**config.mk**
```make
export PLATFORM = sky130hd
export DESIGN_NAME = line_ones_ctrl
export DESIGN_NICKNAME = d
export VERILOG_FILES = /design/src/rtl/line_ones_pkg.sv /design/src/rtl/clk_presence_mon.sv /design/src/rtl/tx_clk_select.sv /design/src/rtl/tx_line_path.sv /design/src/rtl/settle_timer.sv /design/src/rtl/line_ones_ctrl.sv
export SDC_FILE = /design/constraint.sdc
export NUM_CORES = 1
export LEC_CHECK = 0
export ABC_AREA = 1
export ABC_CLOCK_PERIOD_IN_PS = 2160
export CAP_MARGIN = 20
export CELL_PAD_IN_SITES_DETAIL_PLACEMENT = 1
export CELL_PAD_IN_SITES_GLOBAL_PLACEMENT = 2
export CORE_MARGIN = 2
export CORE_UTILIZATION = 36
export DETAILED_ROUTE_END_ITERATION = 10
export DONT_BUFFER_PORTS = 1
export GPL_TIMING_DRIVEN = 0
export PLACE_DENSITY_LB_ADDON = 0.1
export SYNTH_ARGS = -nofsm -noshare
export SYNTH_HDL_FRONTEND = slang
export SYNTH_SLANG_ARGS = --single-unit
```
**constraint.sdc**
```tcl
create_clock -name osc_clk -period 2.16 [get_ports osc_clk]
set_clock_uncertainty 0.2 [all_clocks]
set_input_delay 0.432 -clock osc_clk [delete_from_list [all_inputs] [get_ports osc_clk]]
set_output_delay 0.432 -clock osc_clk [all_outputs]
set_load 0.01 [all_outputs]
```
**src/rtl/line_ones_pkg.sv**
```systemverilog
// Shared types for the all-ones insertion controller.
// Assumes: the source code values are visible on the sel_src port.
package line_ones_pkg;

    // Bit-clock source, listed in falling priority
    typedef enum logic [1:0] {
        SRC_TX  = 2'd0,
        SRC_MST = 2'd1,
        SRC_OSC = 2'd2
    } src_e;

endpackage

```
**src/rtl/clk_presence_mon.sv**
```systemverilog
// Clock presence monitor.
// Samples an external clock on the oscillator clock, emits a one-cycle
// pulse per rising edge, and tracks whether the clock is alive.
// Assumes: the monitored clock is slower than half the oscillator rate.
module clk_presence_mon #(
    parameter int MISS_LIMIT    = 8,
    parameter int PRESENT_EDGES = 4
) (
    input  logic clk,
    input  logic rst_n,
    input  logic ext_clk,
    output logic rise,
    output logic present
);
    localparam int GW = $clog2(MISS_LIMIT + 1);
    localparam int EW = $clog2(PRESENT_EDGES + 1);
    localparam logic [GW-1:0] GAP_MAX  = GW'(MISS_LIMIT);
    localparam logic [GW-1:0] GAP_LAST = GW'(MISS_LIMIT - 1);
    localparam logic [EW-1:0] EDGE_LAST = EW'(PRESENT_EDGES - 1);

    logic [2:0]    samp_q;
    logic [GW-1:0] gap_q;
    logic [EW-1:0] edges_q;

    // Two-stage synchronizer plus a history stage for edge detection
    always_ff @(posedge clk) begin
        if (!rst_n) samp_q <= '0;
        else        samp_q <= {samp_q[1:0], ext_clk};
    end

    assign rise = samp_q[1] & ~samp_q[2];

    // Counts oscillator cycles since the last seen edge, saturating
    always_ff @(posedge clk) begin
        if (!rst_n)               gap_q <= '0;
        else if (rise)            gap_q <= '0;
        else if (gap_q != GAP_MAX) gap_q <= gap_q + 1'b1;
    end

    // Declares loss on a full silent window, recovery after enough edges
    always_ff @(posedge clk) begin
        if (!rst_n) begin
            present <= 1'b0;
            edges_q <= '0;
        end else if (!rise && gap_q == GAP_LAST) begin
            present <= 1'b0;
            edges_q <= '0;
        end else if (rise && !present) begin
            if (edges_q == EDGE_LAST) begin
                present <= 1'b1;
                edges_q <= '0;
            end else begin
                edges_q <= edges_q + 1'b1;
            end
        end
    end

    // a full silent window means the clock is not present
    a_r6_absent_after_gap: assert property (@(posedge clk) disable iff (!rst_n)
        (gap_q == GAP_MAX) |-> !present);

    // recovery is only ever triggered by an observed edge
    a_r6_present_needs_edge: assert property (@(posedge clk) disable iff (!rst_n)
        $rose(present) |-> $past(rise));

endmodule

```
**src/rtl/tx_clk_select.sv**
```systemverilog
// Bit-clock source selector.
// Picks the highest-priority present clock, produces the bit boundary
// tick, and changes source only at a boundary.
// Assumes: rise inputs are single-cycle pulses from the presence monitors.
module tx_clk_select
    import line_ones_pkg::*;
#(
    parameter int OSC_DIV = 5
) (
    input  logic clk,
    input  logic rst_n,
    input  logic tx_rise,
    input  logic tx_present,
    input  logic mst_rise,
    input  logic mst_present,
    output src_e cur_src,
    output logic bit_tick
);
    localparam int DW = (OSC_DIV > 1) ? $clog2(OSC_DIV) : 1;
    localparam logic [DW-1:0] DIV_LAST = DW'(OSC_DIV - 1);

    logic [DW-1:0] div_q;
    logic          osc_tick;
    src_e          req_src;
    logic          cur_tick;
    logic          cur_ok;
    logic          req_tick;
    logic          switch_en;

    // Free-running oscillator divider for the fallback bit rate
    always_ff @(posedge clk) begin
        if (!rst_n)                div_q <= '0;
        else if (div_q == DIV_LAST) div_q <= '0;
        else                       div_q <= div_q + 1'b1;
    end

    assign osc_tick = (div_q == DIV_LAST);

    // Priority choice among present sources
    always_comb begin
        if (tx_present)       req_src = SRC_TX;
        else if (mst_present) req_src = SRC_MST;
        else                  req_src = SRC_OSC;
    end

    // Tick and health of the source in use
    always_comb begin
        case (cur_src)
            SRC_TX:  begin cur_tick = tx_rise;  cur_ok = tx_present;  end
            SRC_MST: begin cur_tick = mst_rise; cur_ok = mst_present; end
            default: begin cur_tick = osc_tick; cur_ok = 1'b1;        end
        endcase
    end

    // Tick of the source that should be in use
    always_comb begin
        case (req_src)
            SRC_TX:  req_tick = tx_rise;
            SRC_MST: req_tick = mst_rise;
            default: req_tick = osc_tick;
        endcase
    end

    assign switch_en = (req_src != cur_src) && (cur_tick || (!cur_ok && req_tick));
    assign bit_tick  = cur_tick || switch_en;

    // Source register, moved only at a boundary
    always_ff @(posedge clk) begin
        if (!rst_n)         cur_src <= SRC_OSC;
        else if (switch_en) cur_src <= req_src;
    end

    // the source changes only on a boundary of the old one or, if lost, of the new one
    a_r7_switch_on_boundary: assert property (@(posedge clk) disable iff (!rst_n)
        (cur_src != $past(cur_src)) |-> $past(cur_tick || (!cur_ok && req_tick)));

    // with both monitored clocks gone, the next boundary lands on the oscillator
    a_r5_fallback_osc: assert property (@(posedge clk) disable iff (!rst_n)
        (!tx_present && !mst_present && bit_tick) |=> (cur_src == SRC_OSC));

endmodule

```
**src/rtl/tx_line_path.sv**
```systemverilog
// Line data path.
// On each bit boundary loads either an alternating mark or the incoming
// rail data; forces quiet rails and a low enable in high impedance.
// Assumes: data inputs are already in the oscillator clock domain.
module tx_line_path (
    input  logic clk,
    input  logic rst_n,
    input  logic bit_tick,
    input  logic ones_eff,
    input  logic hiz,
    input  logic in_pos,
    input  logic in_neg,
    output logic line_pos,
    output logic line_neg,
    output logic line_oe,
    output logic strobe
);
    logic phase_q;

    // Output enable and boundary strobe follow one cycle behind
    always_ff @(posedge clk) begin
        if (!rst_n) begin
            line_oe <= 1'b0;
            strobe  <= 1'b0;
        end else begin
            line_oe <= ~hiz;
            strobe  <= bit_tick;
        end
    end

    // Mark polarity: cleared outside all-ones, flipped per mark sent
    always_ff @(posedge clk) begin
        if (!rst_n)                  phase_q <= 1'b0;
        else if (!ones_eff)          phase_q <= 1'b0;
        else if (bit_tick && !hiz)   phase_q <= ~phase_q;
    end

    // Rail registers, loaded at the bit boundary
    always_ff @(posedge clk) begin
        if (!rst_n || hiz) begin
            line_pos <= 1'b0;
            line_neg <= 1'b0;
        end else if (bit_tick) begin
            if (ones_eff) begin
                line_pos <= ~phase_q;
                line_neg <= phase_q;
            end else begin
                line_pos <= in_pos;
                line_neg <= in_neg;
            end
        end
    end

    // an all-ones bit carries exactly one mark
    a_r1_single_mark: assert property (@(posedge clk) disable iff (!rst_n)
        (bit_tick && ones_eff && !hiz) |=> (line_pos ^ line_neg));

    // outside all-ones the rails take the sampled inputs
    a_r3_pass_through: assert property (@(posedge clk) disable iff (!rst_n)
        (bit_tick && !ones_eff && !hiz) |=>
        (line_pos == $past(in_pos) && line_neg == $past(in_neg)));

    // high impedance quiets everything on the next edge
    a_r4_hiz_quiet: assert property (@(posedge clk) disable iff (!rst_n)
        hiz |=> (!line_oe && !line_pos && !line_neg));

    // each boundary is announced in the following cycle
    a_r10_strobe_follows: assert property (@(posedge clk) disable iff (!rst_n)
        bit_tick |=> strobe);

endmodule

```
**src/rtl/settle_timer.sv**
```systemverilog
// Settling window timer.
// Watches the effective all-ones state and the local-loopback control;
// after any change holds a flag for a fixed number of bit boundaries.
// Assumes: bit_tick marks bit boundaries of the selected source.
module settle_timer #(
    parameter int SETTLE_BITS = 22
) (
    input  logic clk,
    input  logic rst_n,
    input  logic bit_tick,
    input  logic ones_eff,
    input  logic lloop,
    output logic settle
);
    localparam int CW = $clog2(SETTLE_BITS + 1);
    localparam logic [CW-1:0] CNT_LOAD = CW'(SETTLE_BITS);

    logic          ones_prev_q;
    logic          ll_prev_q;
    logic [CW-1:0] cnt_q;
    logic          toggle;

    // Remembers the controls to spot a change
    always_ff @(posedge clk) begin
        if (!rst_n) begin
            ones_prev_q <= 1'b0;
            ll_prev_q   <= 1'b0;
        end else begin
            ones_prev_q <= ones_eff;
            ll_prev_q   <= lloop;
        end
    end

    assign toggle = (ones_eff ^ ones_prev_q) | (lloop ^ ll_prev_q);

    // Reloads on a change, counts down on boundaries
    always_ff @(posedge clk) begin
        if (!rst_n)                       cnt_q <= '0;
        else if (toggle)                  cnt_q <= CNT_LOAD;
        else if (bit_tick && cnt_q != '0) cnt_q <= cnt_q - 1'b1;
    end

    assign settle = (cnt_q != '0);

    // a control change always opens the window
    a_r8_toggle_opens: assert property (@(posedge clk) disable iff (!rst_n)
        toggle |=> settle);

    // the window never opens without a change
    a_r8_no_spurious: assert property (@(posedge clk) disable iff (!rst_n)
        (!toggle && !settle) |=> !settle);

endmodule

```
**src/rtl/line_ones_ctrl.sv**
```systemverilog
// Top level of the transmit all-ones insertion controller.
// Monitors the transmit and master clocks, chooses the bit clock,
// drives the line rails and raises the settling flag.
// Assumes: osc_clk is always running and is the only clock of the block.
module line_ones_ctrl
    import line_ones_pkg::*;
#(
    parameter int MISS_LIMIT    = 8,
    parameter int PRESENT_EDGES = 4,
    parameter int OSC_DIV       = 5,
    parameter int SETTLE_BITS   = 22
) (
    input  logic       osc_clk,
    input  logic       rst_n,
    input  logic       tx_clk_in,
    input  logic       mst_clk_in,
    input  logic       tx_pos_in,
    input  logic       tx_neg_in,
    input  logic       ones_req,
    input  logic       rloop_req,
    input  logic       lloop_req,
    input  logic       hiz_req,
    output logic       line_pos,
    output logic       line_neg,
    output logic       line_oe,
    output logic       bit_strobe,
    output logic       settle,
    output logic [1:0] sel_src
);
    localparam int NMON = 2;

    logic [NMON-1:0] mon_in;
    logic [NMON-1:0] mon_rise;
    logic [NMON-1:0] mon_present;
    logic            ones_eff;
    logic            bit_tick;
    src_e            cur_src;

    assign mon_in   = {mst_clk_in, tx_clk_in};
    assign ones_eff = ones_req & ~rloop_req;

    // One presence monitor per external clock
    for (genvar g = 0; g < NMON; g++) begin : g_mon
        clk_presence_mon #(
            .MISS_LIMIT   (MISS_LIMIT),
            .PRESENT_EDGES(PRESENT_EDGES)
        ) mon_i (
            .clk    (osc_clk),
            .rst_n  (rst_n),
            .ext_clk(mon_in[g]),
            .rise   (mon_rise[g]),
            .present(mon_present[g])
        );
    end

    tx_clk_select #(
        .OSC_DIV(OSC_DIV)
    ) sel_i (
        .clk        (osc_clk),
        .rst_n      (rst_n),
        .tx_rise    (mon_rise[0]),
        .tx_present (mon_present[0]),
        .mst_rise   (mon_rise[1]),
        .mst_present(mon_present[1]),
        .cur_src    (cur_src),
        .bit_tick   (bit_tick)
    );

    tx_line_path path_i (
        .clk     (osc_clk),
        .rst_n   (rst_n),
        .bit_tick(bit_tick),
        .ones_eff(ones_eff),
        .hiz     (hiz_req),
        .in_pos  (tx_pos_in),
        .in_neg  (tx_neg_in),
        .line_pos(line_pos),
        .line_neg(line_neg),
        .line_oe (line_oe),
        .strobe  (bit_strobe)
    );

    settle_timer #(
        .SETTLE_BITS(SETTLE_BITS)
    ) settle_i (
        .clk     (osc_clk),
        .rst_n   (rst_n),
        .bit_tick(bit_tick),
        .ones_eff(ones_eff),
        .lloop   (lloop_req),
        .settle  (settle)
    );

    assign sel_src = cur_src;

    // remote loopback leaves the rails on data even with all-ones asked
    a_r2_rloop_blocks: assert property (@(posedge osc_clk) disable iff (!rst_n)
        (bit_tick && rloop_req && !hiz_req) |=>
        (line_pos == $past(tx_pos_in) && line_neg == $past(tx_neg_in)));

    // a source change is always announced as a new bit
    a_r7_change_strobed: assert property (@(posedge osc_clk) disable iff (!rst_n)
        (sel_src != $past(sel_src)) |-> bit_strobe);

endmodule

```
# [Word-level counts from Yosys, hierarchy flattened]
# Cells that the tools add are included.
[word_totals] ff_bits=39 latch_bits=0 ramBits=0 mem_bits_ro=0 inputBits=10 output_inout_bits=7 wordCells=89 mem_count=0
[classes] addsub=6 mul=0 div=0 n_lt_le_gt_ge=0 n_eq_ne=10 n_shift=0 mux=11 n_bitwise=12 n_reduce_logical=31
[op_table] cell="$reduce_or A2 Y1" count=6
[op_table] cell="$mux W5" count=2
[op_table] cell="$add A3 B1 Y3 const B" count=3
[op_table] cell="$add A4 B1 Y4 const B" count=2
[op_table] cell="$eq A4 B3 Y1 const B" count=2
[op_table] cell="$logic_and A1 B1 Y1" count=8
[op_table] cell="$ne A4 B4 Y1 const B" count=2
[op_table] cell="$logic_not A1 Y1" count=7
[op_table] cell="$eq A3 B2 Y1 const B" count=2
[op_table] cell="$mux W3" count=2
[op_table] cell="$not A1 Y1" count=6
[op_table] cell="$pmux W1 S2" count=3
[op_table] cell="$reduce_and A2 Y1" count=3
[op_table] cell="$reduce_bool A5 Y1" count=1
[op_table] cell="$sub A5 B1 Y5 const B" count=1
[op_table] cell="$eq A2 B1 Y1 const B" count=2
[op_table] cell="$logic_not A2 Y1" count=2
[op_table] cell="$mux W2" count=2
[op_table] cell="$and A1 B1 Y1" count=3
[op_table] cell="$eq A3 B3 Y1 const B" count=1
[op_table] cell="$logic_or A1 B1 Y1" count=3
[op_table] cell="$mux W1" count=2
[op_table] cell="$ne A2 B2 Y1" count=1
[op_table] cell="$reduce_bool A2 Y1" count=1
[op_table] cell="other kinds (2)" count=3

# [Logic depth before layout (Yosys ltp)]
# Gate-level depths: netlist of run 1.
[depth] word_depth=11 ltp_mapped=13 mapped_depth_nobuf=12

# [By module]
# Synthesis of run 1 repeated with hierarchy kept, for this count alone.
[hier_totals] hier_cells=279 hier_area_um2=1996.9
[by_module_without_submodules] module="clk_presence_mon" n_inst=2 cells_per_inst=69 area_per_inst_um2=511.7 seq_area_each_um2=220.2
[by_module_without_submodules] module="settle_timer" n_inst=1 cells_per_inst=62 area_per_inst_um2=405.4 seq_area_each_um2=140.1
[by_module_without_submodules] module="tx_clk_select" n_inst=1 cells_per_inst=50 area_per_inst_um2=335.3 seq_area_each_um2=100.1
[by_module_without_submodules] module="tx_line_path" n_inst=1 cells_per_inst=27 area_per_inst_um2=222.7 seq_area_each_um2=100.1
[by_module_without_submodules] module="line_ones_ctrl" n_inst=1 cells_per_inst=2 area_per_inst_um2=10.0 seq_area_each_um2=0.0

# [Worst setup path after synthesis of run 1]
# No wires, ideal clock.
[synth_path] kind="input to register" startpoint="input rloop_req" endpoint="register settle_i.cnt_q[2]" setup_time_ns=0.122 arrival_ns=1.341 required_ns=1.838 slack_ns=0.497 path_stages=7 path_buffers=1 cell_sequence="or2_2 buf_2 xnor2_1 a21oi_1 nand2_1 inv_1 a21oi_2"
[synth_via] elab_chain_len=5 elab_cells_between_ends=6 cone_classes="1 x mux; 4 x bitwise; 1 x reduce/logical"
[synth_lines] element="from (decl)" line="line_ones_ctrl.sv:20" text="input logic rloop_req,"
[synth_lines] element="$not A1 Y1 (*)" line="line_ones_ctrl.sv:40" text="assign ones_eff = ones_req & ~rloop_req;"
[synth_lines] element="$and A1 B1 Y1 (*)" line="line_ones_ctrl.sv:40"
[synth_lines] element="$xor A1 B1 Y1 (*)" line="settle_timer.sv:34" text="assign toggle = (ones_eff ^ ones_prev_q) | (lloop ^ ll_prev_q);"
[synth_lines] element="$or A1 B1 Y1 (*)" line="settle_timer.sv:34"
[synth_lines] element="$mux W5 or $reduce_bool A2 Y1 (tied branches)"
[synth_lines] element="to (signal assigned)" line="settle_timer.sv:40" text="else if (bit_tick && cnt_q != '0) cnt_q <= cnt_q - 1'b1;"
[synth_lines] element="to (decl)" line="settle_timer.sv:20" text="logic [CW-1:0] cnt_q;"
# Every way passes the cells marked *; elsewhere a longest branch is shown, timed or not.
# A chain may end at the register's enable or synchronous reset.

# [Worst setup path in the final report of run 1]
[layout_path] startpoint="register settle_i.cnt_q[0]" endpoint="output settle"
[layout_via] elab_chain_len=1
[layout_lines] element="$reduce_bool A5 Y1" line="settle_timer.sv:43" text="assign settle = (cnt_q != '0);"
[layout_lines] element="to (decl)" line="line_ones_ctrl.sv:27" text="output logic settle,"
# Every way passes these cells.

==> results of run 1 <==
==> cells in the mapped netlist, types with 2 or more instances <==
cell / count / area (um^2)
ha_1: 9 / 113
nor3_1: 2 / 10.0
a21oi_1: 16 / 80.1
o21ai_0: 11 / 55.1
xor2_1: 3 / 26.3
nand2_1: 38 / 143
dfxtp_1: 39 / 781
o31ai_1: 2 / 15.0
nor2_1: 27 / 101
xnor2_1: 2 / 17.5
inv_1: 46 / 173
nor4b_1: 2 / 17.5
nand3_1: 15 / 75.1
or2_2: 3 / 18.8
a211oi_1: 3 / 22.5
==> registers in the layout, summed over array words and instances, names as in the netlist <==
register / count
g_mon.mon_i.present: 2
settle_i.cnt_q: 5
path_i.strobe: 1
g_mon.mon_i.gap_q: 8
settle_i.ones_prev_q: 1
path_i.phase_q: 1
path_i.line_neg: 1
sel_i.cur_src: 2
path_i.line_pos: 1
path_i.line_oe: 1
settle_i.ll_prev_q: 1
g_mon.mon_i.samp_q: 6
g_mon.mon_i.edges_q: 6
sel_i.div_q: 3
==> final cells by class <==
type | count | area, um^2 | share of cell area
flip-flops and latches | 39 | 781 | 0.400
multi-input cells | 142 | 783 | 0.401
plain buffers | 4 | 27.5 | 0.0141
clock buffers | 8 | 100 | 0.0513
inverters | 47 | 176 | 0.0904
well taps | 67 | 83.8 | 0.0429
==> final timing paths <==
path                                  from                       end  slack, ns
setup / recovery         settle_i.cnt_q[0]                    settle       0.14
hold / removal                   lloop_req        settle_i.ll_prev_q       0.04
setup reg to reg          sel_i.cur_src[1]         settle_i.cnt_q[2]       0.42
hold reg to reg   g_mon[0].mon_i.samp_q[0]  g_mon[0].mon_i.samp_q[1]       0.22
==> cells in the final DEF, fill, tap and decap left out, types with 2 or more instances in the layout <==
cell      count
a211oi_1      3
a21oi_1      16
clkbuf_1      2
clkbuf_8      7
dfxtp_1      39
ha_1          8
inv_1        46
nand2_1      38
nand3_1      15
nor2_1       27
nor3_1        2
nor4b_1       2
o21ai_0      11
o31ai_1       2
or2_2         3
xnor2_1       2
xor2_1        3
==> report_power, final <==
| group | leakage, nW | internal [W] | total [W] | switching, W |
|---|---|---|---|---|
| registers | 0.319 | 0.000751 | 0.000775 | 0.0000234 |
| logic | 0.534 | 0.0000503 | 0.000130 | 0.0000800 |
| clock network | 0.0515 | 0.000291 | 0.000535 | 0.000244 |
==> kinds of logic (layout without fill, tap and decap cells) <==
kind of cell | Yosys count | after routing | share of synthesized area
buf+inv | 51 | 59 | 0.116
fa+ha+maj | 9 | 9 | 0.0641
xor+xnor | 5 | 5 | 0.0250
compound gates | 37 | 37 | 0.119
simple gates | 91 | 91 | 0.231
flops | 39 | 39 | 0.445
==> stage by stage <==
| step | cell area [um^2] | total power, W | hold WS, ns |
|---|---|---|---|
| floorplan | 1760 | 0.000888 | 0.190 |
| global route | 1950 | 0.00152 | 0.0223 |
| CTS | 1940 | 0.00146 | 0.0283 |
| global placement | 1840 | 0.000908 | 0.194 |
| finish | 1950 | 0.00144 | 0.0370 |
| detailed placement | 1840 | 0.000923 | 0.202 |
==> worst register-to-register path: cells and delay by family (launching register included) <==
kind	cells	cell delay [ns]
simple gates	7	0.53
buf+inv	3	0.29
compound gates	1	0.11
flops	1	0.55
==> timing repair <==
| action | in CTS | in global routing |
|---|---|---|
| endpoints found under the hold margin | 0 | 0 |
| endpoints found under the setup margin | 0 | 1 |
| resized for setup | 0 | 2 |
==> layer usage <==
metal	part of all wire	vias up	wire [um]
met5	0	-	0
met4	0.014	0	54
met3	0.036	6	137
met2	0.51	9	1920
met1	0.44	687	1670
li1	-	740	-
==> results.md, run 1 <==
* Status: finished, final reports clean
* Diode count at 0
* Initial antenna violation count at 0
* Hold_buf cts at 0
* Critical Path Fanout Max at 7
* CP cell instances: inv_1 > ha_4 > nand2_1 > or2_2 > buf_4
* Hold Path Class: primary input to flip-flop
* Buffer and inverter count on the worst path at 2
* # setup viols final at 0
* Post-Syn Nets at 251
* Remaining antenna violation count at 0
* FILL cells at 579
* Final Wtd Congestion at 0.831
* Congestion Overflow GR at 0
* Cells after DPL at 299
* #FFs+latches synth at 39
* F_max at 0.494 GHz
* Ports at 17
* Post-synth cell types at 29
* Row count at 25
* GRT busiest layer: met2
* Port Buf Inserts at 0
* Crit share post-route at 0.936
* DRT Wirelength at 3.78 mm
* Total track usage at 0.160
* Final WS setup at 0.138 ns
* Worst skew pair latency at 0.29 ns
* Final Hold Vio Count at 0
* Layout cells sized above 1 at 0.0833
* RSZ-0062 raised after global routing: no
* Root Driver: clkbuf_8
* Pin count of the biggest net entering global routing at 12
* Ys async rst share at 0
* M2 GR Usage at 0.268
* Die Y at 73.8 um
* Top delay family on crit path: flip-flops
* Worst VDD drop at 318 uV
* Synth Area per Inst at 7.57 um^2
* Hold path depth at 2
* Startpoint Class: flip-flop
* Critical path type: flip-flop to output pin
* Worst-Margin Slew at 0.582 ns
* Post-Place Setup Slack at 0.326 ns
* Post-Layout Cell Count at 307
* MaxCap Viol Count at 0
* Slowest cell on the critical path: dfxtp_1
* Synth Instances at 232
* Critical path's largest stage delay at 0.33 ns
* Mapped Area at 1760 um^2
* Util after Layout at 0.413
* Slew Limit Fails at 0
* Die area at 5450 um^2
* Total number of vias at 1442
* DP Wirelength at 2.99 mm
* CTS tree: built
* Routed wire per std cell at 12.3 um
* Worst Path Required at 1.53 ns
* Final Net Count at 258
* GRT met1 Usage at 0.187
* Number of synthesized flops with an enable pin at 0
* Crit path depth at 5
* DRC errors left at 0
* Post-layout min period at 2.02 ns
* Post-synthesis sequential area ratio at 0.445
* Vias in the first global route at 1434
* Pre-antenna DRT Iters at 4
* Die Width at 73.8 um
* Post-route setup TNS at 0 ns
* Leakage at 0.905 nW
* Setup Buffers After CTS at 0
* Ys flop type: dfxtp_1
* Power density over the cells at 738 nW/um^2
* Data arrival, critical path at 1.39 ns
* Starting density of the core at 0.372
* M3 GR Usage at 0.0576
* Area grow syn2layout at 11.2%
* Slew margin rel. at 0.609
* CP endpoint kind: output pin
* CTS clk-pin slew, worst paths at 0.08 ns
* Clock buffer depth at 2
* Vias per cell at 4.70
* Core area at 4720 um^2
* Clock Sinks at 39
* Iter 0 DRT Violations at 67
* Inserted Clock Buffers at 5
* H-Tree Depth at 2
* Ys Warns at 0
* R2R depth at 11
* First-pass GRT wire length at 6.57 mm
Note: power is estimated with default switching activity, not from simulation.
==> run 2: changes to the inputs <==
--- a/config.mk
+++ b/config.mk
@@ -5,13 +5,12 @@
 export SDC_FILE = /design/constraint.sdc
 export NUM_CORES = 1
 export LEC_CHECK = 0
-export ABC_AREA = 1
 export ABC_CLOCK_PERIOD_IN_PS = 2160
 export CAP_MARGIN = 20
 export CELL_PAD_IN_SITES_DETAIL_PLACEMENT = 1
 export CELL_PAD_IN_SITES_GLOBAL_PLACEMENT = 2
 export CORE_MARGIN = 2
-export CORE_UTILIZATION = 36
+export CORE_UTILIZATION = 38
 export DETAILED_ROUTE_END_ITERATION = 10
 export DONT_BUFFER_PORTS = 1
 export GPL_TIMING_DRIVEN = 0
==> results.md, run 2 <==
* Status: finished, final reports clean
* Post-layout min period at 2.04 ns
* Post-route setup TNS at 0 ns
* Synth Area per Inst at 9.12 um^2
* Root Driver: clkbuf_8
* Congestion Overflow GR at 0
* Util after Layout at 0.432
* Critical Path Fanout Max at 7
* RSZ-0062 raised after global routing: no
* CP cell instances: or4bb_1 > a31oi_2 > a31oi_4 > or3_1 > a21oi_1
* Mapped Area at 1710 um^2
* Ys Warns at 0
* Startpoint Class: flip-flop
* Commonest cells post-synth: dfxtp_1, nor2_1, nand2_1
* Worst VDD drop at 376 uV
* Slowest cell on the critical path: or4bb_1
* Number of synthesized flops with an enable pin at 0
* Pin count of the biggest net entering global routing at 13
* Final Wtd Congestion at 0.731
* Routed wire per std cell at 13.1 um
* Layout cells sized above 1 at 0.0969
* Vias per cell at 5.08
* R2R depth at 5
* Die area at 5060 um^2
* Post-synthesis sequential area ratio at 0.455
* Die Y at 71.2 um
* Critical path's largest stage delay at 0.56 ns
* Diode count at 0
* Setup Buffers After CTS at 0
* Clock buffer depth at 2
* Inserted Clock Buffers at 5
* Initial antenna violation count at 0
* Final Cell Area at 1880 um^2
* Largest register FFs at 8
* Post-Layout Cell Count at 248
* Remaining antenna violation count at 0
* # setup viols final at 0
* Hold path depth at 1
* Top cell type's share of synthesized area at 0.455
* Slew Limit Fails at 0
* Power density over the cells at 724 nW/um^2
* Final Net Count at 214
* RR Startpoint: sel_i.cur_src[1]
* FILL cells at 510
* Commonest non-fill, non-tap cell in the layout: dfxtp_1
* CTS tree: built
* Reg with most FFs: g_mon.mon_i.gap_q
* Area grow syn2layout at 9.85%
* F_max at 0.491 GHz
* Cells after DPL at 240
* Pre-antenna DRT Iters at 3
* Slack of the worst reg-to-reg path at 0.12 ns
* Post-Syn Nets at 207
* Hold Path Class: primary input to flip-flop
* Final Hold Vio Count at 0
* Worst skew pair latency at 0.29 ns
* Starting density of the core at 0.394
* Hold Startpoint: lloop_req
* Critical path type: flip-flop to flip-flop
* Port Buf Inserts at 0
* Cell Area, Placed at 1780 um^2
* Worst Path Required at 2.18 ns
* Worst setup path start: sel_i.cur_src[1]
* Total number of vias at 1261
* Worst-Margin Slew at 0.561 ns
* DRT Wirelength at 3.24 mm
* DRC errors left at 0
* WHS Endpoint: settle_i.ll_prev_q
* Slew margin rel. at 0.623
* Cell taking the most area after synthesis: dfxtp_1
* #FFs+latches synth at 39
* Top flop regs: g_mon.mon_i.gap_q: 8 flops, g_mon.mon_i.edges_q: 6 flops, g_mon.mon_i.samp_q: 6 flops
* MaxCap Viol Count at 0
* Synth top area cells: dfxtp_1, ha_1, nor2_1
* Total track usage at 0.144
* Clock Sinks at 39
* Vias in the first global route at 1279
* Ys flop type: dfxtp_1
* Data arrival, critical path at 2.06 ns
* Leakage at 0.754 nW
* CTS clk-pin slew, worst paths at 0.07 ns
* RR Endpoint: settle_i.cnt_q[3]
* Post-synth cell types at 35
* Iter 0 DRT Violations at 21
* Most instantiated library cell after synthesis: dfxtp_1
* Crit share post-route at 0.943
* H-Tree Depth at 2
* Synth Instances at 188
* CP endpoint kind: flip-flop
* Row count at 24
* Die Width at 71.2 um
* DP Wirelength at 2.53 mm
* First-pass GRT wire length at 5.69 mm
* Ports at 17
* Core area at 4350 um^2
* Ys async rst share at 0
* Commonest non-fill, non-tap cells in the layout: dfxtp_1, nor2_1, nand2_1, inv_1, ha_1
## run 2: cell types whose count changed in the layout (fill, tap and decap cells not counted), moves of 5 or more
cell / delta
o21ai_0: -6
a21oi_1: -9
nand2_1: -17
inv_1: -31
mux2i_1: +7
nand3_1: -10
nor2_1: -5
nor2b_1: +5
and2_1: +8
## run 2: critical path, delay by kind of cell, from the launching register on
family,cells,cell delay [ns]
AOI/OAI and AO/OA,3,0.46
DFF,1,0.37
and+or+nand+nor,2,0.93
## run 2: area by class of cell
class,count,area (um^2),share of cell area
well taps,52,65.1,0.0346
plain buffers,2,7.51,0.00399
clock inverters,3,15.0,0.00797
flip-flops and latches,39,783,0.416
clock buffers,5,68.8,0.0365
inverters,15,56.3,0.0299
multi-input cells,132,887,0.471
## run 2: timing repair
item / in CTS / in global routing
endpoints found under the setup margin: 0 / 5
hold buffers: 0 / 0
resized for setup: 0 / 4
## run 2: layer usage
layer | up-vias | share of wire | routed length (um) | GRT usage
li1 | 646 | - | - | -
met1 | 597 | 0.47 | 1530 | 0.172
met2 | 11 | 0.48 | 1550 | 0.239
met3 | 7 | 0.033 | 107 | 0.0484
met4 | 0 | 0.017 | 56 | 0.0566
met5 | - | 0 | 0 | 0
## run 2: power by group
group	internal, W	switching, W
sequential	0.000751	0.0000260
combinational	0.0000555	0.0000676
clock	0.000221	0.000243
total	0.00103	0.000337
## run 2: stage by stage
stage          power (W)  hold slack (ns)  worst slack [ns]
2_1_floorplan   0.000887            0.210             0.216
3_3_place_gp    0.000908            0.219             0.124
3_5_place_dp    0.000918            0.221            0.0856
4_1_cts          0.00140           0.0511            0.0696
5_1_grt          0.00145           0.0483            0.0221
6_report         0.00136           0.0626             0.124
## run 2: logic make-up after synthesis
family | count (synthesis) | share of synthesized area
DFF | 39 | 0.455
AOI/OAI and AO/OA | 29 | 0.115
xor gates and xnor gates | 7 | 0.0358
muxes | 10 | 0.0606
and+or+nand+nor | 77 | 0.230
buffers and inverters | 17 | 0.0372
adders and majority gates | 9 | 0.0657
## run 2: worst max-delay path by stage
stage / end / slack [ns] / cells after the start
after floorplan: settle_i.cnt_q[3] / 0.22 / 5
after global placement: settle_i.cnt_q[3] / 0.12 / 5
after detailed placement: settle_i.cnt_q[3] / 0.09 / 5
after CTS: settle_i.cnt_q[2] / 0.07 / 7
after global routing: sel_i.cur_src[0] / 0.02 / 7
final: settle_i.cnt_q[3] / 0.12 / 5
==> run 3: changes to the inputs <==
--- a/config.mk
+++ b/config.mk
@@ -14,6 +14,7 @@
 export DETAILED_ROUTE_END_ITERATION = 10
 export DONT_BUFFER_PORTS = 1
 export GPL_TIMING_DRIVEN = 0
+export HOLD_SLACK_MARGIN = 0.15
 export PLACE_DENSITY_LB_ADDON = 0.1
 export SYNTH_ARGS = -nofsm -noshare
 export SYNTH_HDL_FRONTEND = slang
==> results.md, run 3 (synthesis results as in run 2) <==
* Leakage at 0.775 nW
* Core area at 4350 um^2
* Die area at 5060 um^2
* CTS clk-pin slew, worst paths at 0.07 ns
* Total number of vias at 1290
* Congestion Overflow GR at 0
* Slew margin rel. at 0.623
* Row count at 24
* Top flop regs: g_mon.mon_i.gap_q: 8 flops, g_mon.mon_i.edges_q: 6 flops, g_mon.mon_i.samp_q: 6 flops
* Slack of the worst reg-to-reg path at 0.12 ns
* Setup Buffers After CTS at 0
* Worst setup path start: sel_i.cur_src[1]
* Iter 0 DRT Violations at 18
* Pre-antenna DRT Iters at 3
* FILL cells at 510
* R2R depth at 5
* Total track usage at 0.147
* RR Startpoint: sel_i.cur_src[1]
* Remaining antenna violation count at 0
* Clock Sinks at 39
* CP endpoint kind: flip-flop
* Final Hold Vio Count at 0
* Layout cells sized above 1 at 0.0945
* DRT Wirelength at 3.30 mm
* Worst Path Required at 2.18 ns
* CTS tree: built
* Final Net Count at 219
* Port Buf Inserts at 0
* Final Wtd Congestion at 0.731
* Post-Layout Cell Count at 253
* Final Cell Area at 1930 um^2
* Root Driver: clkbuf_8
* Status: finished, final reports clean
* Initial antenna violation count at 0
* Register area at 783 um^2
* Crit share post-route at 0.943
* Post-layout min period at 2.04 ns
* Clock buffer depth at 2
* # setup viols final at 0
* Inserted Clock Buffers at 5
* F_max at 0.491 GHz
* RSZ-0062 raised after global routing: no
* Data arrival, critical path at 2.06 ns
* Post-route setup TNS at 0 ns
* Diode count at 0
* Starting density of the core at 0.394
* Cell Area, Placed at 1780 um^2
* Cells after DPL at 240
* Power density over the cells at 710 nW/um^2
* Vias per cell at 5.10
* Footprint of the multi-input gates at 887 um^2
* Worst-Margin Slew at 0.561 ns
* Die Width at 71.2 um
* Worst setup path end: settle_i.cnt_q[3]
* Slew Limit Fails at 0
* Hold Path Class: primary input to flip-flop
* DP Wirelength at 2.53 mm
* First-pass GRT wire length at 5.81 mm
* Ports at 17
* Commonest non-fill, non-tap cells in the layout: dfxtp_1, nor2_1, nand2_1, inv_1, ha_1
* Routed wire per std cell at 13.0 um
* Vias in the first global route at 1313
* Die Y at 71.2 um
* Total power at 0.00137 W
* Reg with most FFs: g_mon.mon_i.gap_q
* Area grow syn2layout at 12.8%
* Worst skew pair latency at 0.29 ns
* Largest register FFs at 8
* MaxCap Viol Count at 0
* Worst VDD drop at 376 uV
* DRC errors left at 0
* Critical Path Fanout Max at 7
* Pin count of the biggest net entering global routing at 13
* RR Endpoint: settle_i.cnt_q[3]
* Startpoint Class: flip-flop
* Critical path type: flip-flop to flip-flop
* Commonest non-fill, non-tap cell in the layout: dfxtp_1
* H-Tree Depth at 2
## run 3: changes by cell type in the layout (fill, tap and decap cells not counted)
| cell | change |
|---|---|
| dlygate4sd3_1 | +5 |
## run 3: what timing repair did
action,4_1_cts,5_1_grt
hold buffers,5,0
gates resized for setup,0,4
setup endpoints to repair,0,5
hold endpoints to repair,9,0
## run 3: power breakdown
group	switching [W]	internal [W]
clock network	0.000243	0.000221
logic	0.0000694	0.0000614
registers	0.0000260	0.000751
## run 3: critical path, cell delays in order (launching register included)
cell	delay (ns)
dfxtp_2	0.37
or4bb_1	0.56
a31oi_2	0.24
a31oi_4	0.08
or3_1	0.37
a21oi_1	0.14
## run 3: per-stage QoR
step	setup slack, ns	hold WS, ns	utilization
3_5_place_dp	0.0856	0.221	0.409
5_1_grt	0.0221	0.155	0.444
3_3_place_gp	0.124	0.219	0.409
4_1_cts	0.0696	0.154	0.439
2_1_floorplan	0.216	0.210	-
6_report	0.124	0.165	0.444
## run 3: cell type report
type,count,share of cell area
tap,52,0.0337
clock inverter,3,0.00777
buffer,2,0.00388
inverter,15,0.0291
clock buffer,5,0.0356
sequential,39,0.405
multi-input combinational,132,0.459
timing repair buffer,5,0.0259
## run 3: metal layers
layer,track usage,share of wire
met2,0.246,0.48
met1,0.175,0.47
met3,0.0484,0.032
met5,0,0
met4,0.0566,0.017
## run 3: how the worst min path moves through the flow
stage,startpoint,to,slack [ns],depth (start not counted)
global route,hiz_req,path_i.line_oe,0.16,2
detailed placement,g_mon[0].mon_i.samp_q[0],g_mon[0].mon_i.samp_q[1],0.22,1
CTS,rst_n,g_mon[1].mon_i.edges_q[1],0.15,2
floorplan,g_mon[0].mon_i.edges_q[2],g_mon[0].mon_i.edges_q[2],0.21,2
finish,hiz_req,path_i.line_oe,0.17,2
global placement,g_mon[0].mon_i.edges_q[2],g_mon[0].mon_i.edges_q[2],0.22,2
